===== config.mk =====
export PLATFORM = sky130hd
export DESIGN_NAME = updn_preset_counter
export DESIGN_NICKNAME = d
export VERILOG_FILES = /design/src/rtl/updn_cnt_pkg.sv /design/src/rtl/updn_cnt_ctrl.sv /design/src/rtl/updn_cnt_next.sv /design/src/rtl/updn_cnt_term.sv /design/src/rtl/updn_preset_counter.sv
export SDC_FILE = /design/constraint.sdc
export NUM_CORES = 1
export LEC_CHECK = 0
export BUFFER_PORTS_ARGS = -buffer_cell sky130_fd_sc_hd__buf_2
export CAP_MARGIN = 25
export CORE_MARGIN = 10
export CORE_UTILIZATION = 30
export CTS_CLUSTER_DIAMETER = 50
export DETAILED_ROUTE_END_ITERATION = 16
export PLACE_DENSITY = 0.47
export RECOVER_POWER = 100
export SLEW_MARGIN = 10
export SYNTH_ARGS = -nofsm -noshare
export SYNTH_HDL_FRONTEND = slang
export SYNTH_SLANG_ARGS = --single-unit

===== constraint.sdc =====
create_clock -name clk -period 3.5 [get_ports clk]
set_input_delay 0.7 -clock clk [delete_from_list [all_inputs] [get_ports clk]]
set_output_delay 0.7 -clock clk [all_outputs]
set_load 0.02 [all_outputs]

===== src/rtl/updn_cnt_pkg.sv =====
package updn_cnt_pkg;
  typedef enum logic [1:0] {
    OP_HOLD = 2'd0,
    OP_LOAD = 2'd1,
    OP_INC  = 2'd2,
    OP_DEC  = 2'd3
  } cnt_op_e;
endpackage


===== src/rtl/updn_cnt_ctrl.sv =====
module updn_cnt_ctrl
  import updn_cnt_pkg::*;
(
  input  logic    pload_n,
  input  logic    run_n,
  input  logic    dir_up,
  output cnt_op_e op_o
);
  // Preset outranks counting; run_n only matters when no preset is pending.
  always_comb begin
    if (!pload_n)      op_o = OP_LOAD;
    else if (run_n)    op_o = OP_HOLD;
    else if (dir_up)   op_o = OP_INC;
    else               op_o = OP_DEC;
  end
endmodule


===== src/rtl/updn_cnt_next.sv =====
module updn_cnt_next
  import updn_cnt_pkg::*;
#(
  parameter int WIDTH = 12
) (
  input  cnt_op_e          op_i,
  input  logic [WIDTH-1:0] cur_i,
  input  logic [WIDTH-1:0] par_i,
  output logic [WIDTH-1:0] nxt_o
);
  localparam logic [WIDTH-1:0] ONE = WIDTH'(1);

  // Modular arithmetic gives both wrap points for free.
  always_comb begin
    unique case (op_i)
      OP_LOAD: nxt_o = par_i;
      OP_INC:  nxt_o = cur_i + ONE;
      OP_DEC:  nxt_o = cur_i - ONE;
      default: nxt_o = cur_i;
    endcase
  end
endmodule


===== src/rtl/updn_cnt_term.sv =====
module updn_cnt_term #(
  parameter int WIDTH = 12
) (
  input  logic [WIDTH-1:0] cur_i,
  input  logic             run_n,
  input  logic             dir_up,
  output logic             term_o
);
  localparam logic [WIDTH-1:0] TOP_VAL = {WIDTH{1'b1}};
  localparam logic [WIDTH-1:0] BOT_VAL = '0;

  logic at_top, at_bot;
  assign at_top = (cur_i == TOP_VAL);
  assign at_bot = (cur_i == BOT_VAL);
  assign term_o = !run_n && (dir_up ? at_top : at_bot);
endmodule


===== src/rtl/updn_preset_counter.sv =====
module updn_preset_counter
  import updn_cnt_pkg::*;
#(
  parameter int WIDTH = 12
) (
  input  logic             clk,
  input  logic             arst_n,
  input  logic             pload_n,
  input  logic             run_n,
  input  logic             dir_up,
  input  logic [WIDTH-1:0] par_in,
  output logic [WIDTH-1:0] count_q,
  output logic             term_o
);
  localparam logic [WIDTH-1:0] ALL_ONES = {WIDTH{1'b1}};

  cnt_op_e          op;
  logic [WIDTH-1:0] cnt_nxt;

  updn_cnt_ctrl u_ctrl (
    .pload_n (pload_n),
    .run_n   (run_n),
    .dir_up  (dir_up),
    .op_o    (op)
  );

  updn_cnt_next #(.WIDTH(WIDTH)) u_next (
    .op_i  (op),
    .cur_i (count_q),
    .par_i (par_in),
    .nxt_o (cnt_nxt)
  );

  updn_cnt_term #(.WIDTH(WIDTH)) u_term (
    .cur_i  (count_q),
    .run_n  (run_n),
    .dir_up (dir_up),
    .term_o (term_o)
  );

  // Clear has top priority through the asynchronous reset of the register.
  always_ff @(posedge clk or negedge arst_n) begin
    if (!arst_n) count_q <= '0;
    else         count_q <= cnt_nxt;
  end

  // preset lands on the next edge regardless of run_n
  p_preset_r3: assert property (@(posedge clk) disable iff (!arst_n)
    !pload_n |=> count_q == $past(par_in));

  // hold when idle
  p_hold_r10: assert property (@(posedge clk) disable iff (!arst_n)
    (pload_n && run_n) |=> $stable(count_q));

  // upward step
  p_inc_r6: assert property (@(posedge clk) disable iff (!arst_n)
    (pload_n && !run_n && dir_up) |=> count_q == WIDTH'($past(count_q) + WIDTH'(1)));

  // downward step
  p_dec_r7: assert property (@(posedge clk) disable iff (!arst_n)
    (pload_n && !run_n && !dir_up) |=> count_q == WIDTH'($past(count_q) - WIDTH'(1)));

  // flag only while running
  p_term_gate_r11: assert property (@(posedge clk) disable iff (!arst_n)
    term_o |-> !run_n);

  // flag while stepping up predicts wrap to zero
  p_wrap_up_r8: assert property (@(posedge clk) disable iff (!arst_n)
    (term_o && dir_up && pload_n) |=> count_q == '0);

  // flag while stepping down predicts wrap to all ones
  p_wrap_dn_r9: assert property (@(posedge clk) disable iff (!arst_n)
    (term_o && !dir_up && pload_n) |=> count_q == ALL_ONES);
endmodule


==> run_results.csv <==
group,metric,value,unit
status,outcome,"finished clean",
final_layout,drive_gt1_share,15.4,%
final_layout,area_growth_syn_to_layout,15.9,%
global_routing,grt_pass1_vias,1042,
critical_path,cp_cell_sequence,"clkbuf_1 -> or3b_1 -> xnor2_1 -> ha_1 -> or3_1 -> or4_1 -> a21o_1 -> a31oi_1",
clocking,cts_sinks,12,
critical_path,startpoint_type,"primary input",
power_and_ir_drop,seq_power_share,39.4,%
timing,finalSetupViolCount,0,
floorplan,die_h,81.1,um
route,drtIter0Drc,115,
global_routing,grt_usage,10.1,%
route,wire_per_inst,15.3,um
synthesis,ys_seq_elements,12,
synthesis,ys_warn_count,0,
route,final_antenna_net_count,0,
place,gp_congestion,0.857,
critical_path,crit_path_max_fanout,12,
timing,hold_viol_final,0,
floorplan,row_count,22,
clocking,cts-htree-levels,1,
critical_path,worst_setup_path_end_kind,"flop",
timing,slew_violations,0,
timing,finalSetupTns,0,ns
synthesis,synth_top_area_share,26.8,%
clocking,clk_pin_slew,0.07,ns
place,hpwlAfterDp,2460,um
critical_path,critPathRequiredTime,3.67,ns
global_routing,grt-ovfl-total,0,
route,drtPass1Iterations,4,
synthesis,yosysSeqAreaShare,26.8,%
clocking,cts_tree,"yes",
power_and_ir_drop,p_sw,0.000194,W
power_and_ir_drop,clockPowerShare,31.4,%
clocking,cts_resized,0,
synthesis,syn_inst,149,
floorplan,ios,30,
route,vias,1210,
synthesis,syn_area,1120,sq um
clocking,clockBufferDepth,2,
clocking,cts-root-buf,"clkbuf_8",
critical_path,max_stage_delay,0.53,ns
floorplan,core,3630,sq um
floorplan,die_x,81.1,um
final_layout,largest_reg_flops,12,
power_and_ir_drop,p_int,0.000314,W
clocking,holdBufCountCts,0,
route,drt-total-wl,3330,um
power_and_ir_drop,finalPower,0.000507,W
critical_path,worstReg2RegEnd,"count_q[6]",
run,cap_violations,0,
route,via_per_inst,5.58,
synthesis,synth_cell_type_count,42,
final_layout,top_register,"count_q",
synthesis,avgSynthCellArea,7.51,sq um
final_layout,num-fill-cells,405,
hold_path,hp-class,"primary input to asynchronous set/reset pin",
clocking,cts_setup_buffers,0,
critical_path,worstPathArrival,2.99,ns
synthesis,synth_flop_cell,"dfrtp_1",
synthesis,synthTopCellsByArea,"dfrtp_1 27%, nand3_1 5.4%, nor3_1 4.5%, nor4_1 4.5%, or3_1 3.9%",
place,io_buffers,29,
critical_path,crit_path_top_delay_cell,"or3b_1",
synthesis,synth_edf_count,0,
final_layout,layout.nets,188,
power_and_ir_drop,power_density,391,nW/um^2
critical_path,cp-startpoint,"dir_up",
timing,fmax,0.355,GHz
final_layout,reg_top3,"count_q: 12 flops",
timing,relSlewSlack,37.7,%
global_routing,grt_max_degree,36,
synthesis,async_reset_ff_share,100,%
floorplan,initial_utilization,30.8,%
power_and_ir_drop,pwr-share-comb,29.2,%
clocking,insertion_delay,0.25,ns
synthesis,synth_largest_area_cell,"dfrtp_1",
timing,period_minus_slack,2.82,ns
power_and_ir_drop,leakagePower,0.542,nW
timing,skew,0.0105,ns
global_routing,grt_pass1_wl,5320,um
floorplan,die_area,6570,sq um
critical_path,reg2reg_from,"count_q[1]",
critical_path,cp-endpoint,"count_q[6]",
power_and_ir_drop,ir_drop,0.114,mV
route,drc,0,
critical_path,r2r_cells,6,
final_layout,n_antenna_cell,0,
timing,rsz0062_at_grt,"false",
final_layout,mostFrequentLayoutCell,"clkbuf_1",
global_routing,antenna_found_initial,0,
timing,period_share,80.5,%
power_and_ir_drop,switching_share,38.2,%
critical_path,ff2ff_setup_slack,1.37,ns
synthesis,synth_fp_nets,167,
clocking,numCtsBuffers,3,
critical_path,crit_type,"primary input to flop",
timing,worst_pin_slew,0.932,ns
final_layout,most-common-layout-cells,"15 x clkbuf_1, 14 x buf_2, 12 x nand3_1, 12 x dfrtp_1, 11 x nor2_1",
metrics by stage:
step | cells | hold slack (ns) | setup WS, ns | utilization [%] | area, sq um
2_1_floorplan | 149 | 0.404 | 0.675 | - | 1120
3_3_place_gp | 213 | 0.583 | 0.543 | 34.9 | 1270
3_5_place_dp | 213 | 0.592 | 0.511 | 34.9 | 1270
4_1_cts | 217 | 0.344 | 0.776 | 36.4 | 1320
5_1_grt | 217 | 0.551 | 0.492 | 35.7 | 1300
6_report | 217 | 0.476 | 0.684 | 35.7 | 1300
power by group through the flow:
stage | clock network (W) | logic (W) | registers (W)
2_1_floorplan | 0 | 0.000103 | 0.000202
3_3_place_gp | 0 | 0.000156 | 0.000201
3_5_place_dp | 0 | 0.000156 | 0.000202
4_1_cts | 0.000163 | 0.000157 | 0.000199
5_1_grt | 0.000169 | 0.000168 | 0.000207
6_report | 0.000159 | 0.000148 | 0.000200
worst max-delay path, delay by kind of cell:
family          cells  cell delay [ns]
compound gates      2             0.35
simple gates        3             1.34
xor+xnor            1             0.17
fa+ha+maj           1             0.23
buf+inv             1             0.21
how the worst min path moves through the flow:
stage,from,endpoint,cells after the start
global route,arst_n,count_q[9],1
CTS,arst_n,count_q[9],1
finish,arst_n,count_q[4],1
detailed placement,count_q[11],count_q[11],1
global placement,count_q[11],count_q[11],1
floorplan,arst_n,count_q[0],0
metal layers:
metal	global-route usage (%)	share of wire (%)	vias up
met5	0	0	-
met4	4.15	0.81	0
met3	2.98	8.3	4
met2	13.9	44	46
met1	14.1	47	562
li1	-	-	598
cell type report:
cell class / count / area, sq um / area share (%)
multi-input combinational: 115 / 713 / 55.0
timing repair buffer: 31 / 141 / 10.9
sequential: 12 / 300 / 23.2
inverter: 7 / 26.3 / 2.03
clock buffer: 4 / 55.1 / 4.25
tap: 48 / 60.1 / 4.63
kinds of logic (layout without fill, tap and decap cells):
logic type | Yosys count | in the layout | share of synthesized area (%)
adder cells (fa/ha/maj) | 1 | 1 | 1.12
buffers and inverters | 22 | 42 | 8.61
flip-flops | 12 | 12 | 26.8
multiplexers | 2 | 2 | 1.90
XOR/XNOR | 2 | 2 | 1.57
AO/OA/AOI/OAI | 28 | 28 | 18.2
AND/OR/NAND/NOR | 82 | 82 | 41.7
Yosys cell counts, types with 3 or more instances:
| library cell | number |
|---|---|
| or3_1 | 7 |
| or2_2 | 3 |
| or4_1 | 3 |
| buf_2 | 5 |
| nor2_1 | 11 |
| a21oi_1 | 4 |
| nand4_1 | 6 |
| o21ai_0 | 7 |
| inv_1 | 6 |
| o211a_1 | 4 |
| nor3_1 | 10 |
| clkbuf_1 | 9 |
| nand2_1 | 9 |
| dfrtp_1 | 12 |
| nor4_1 | 8 |
| nand3_1 | 12 |
(Power assumes the default switching activity.)
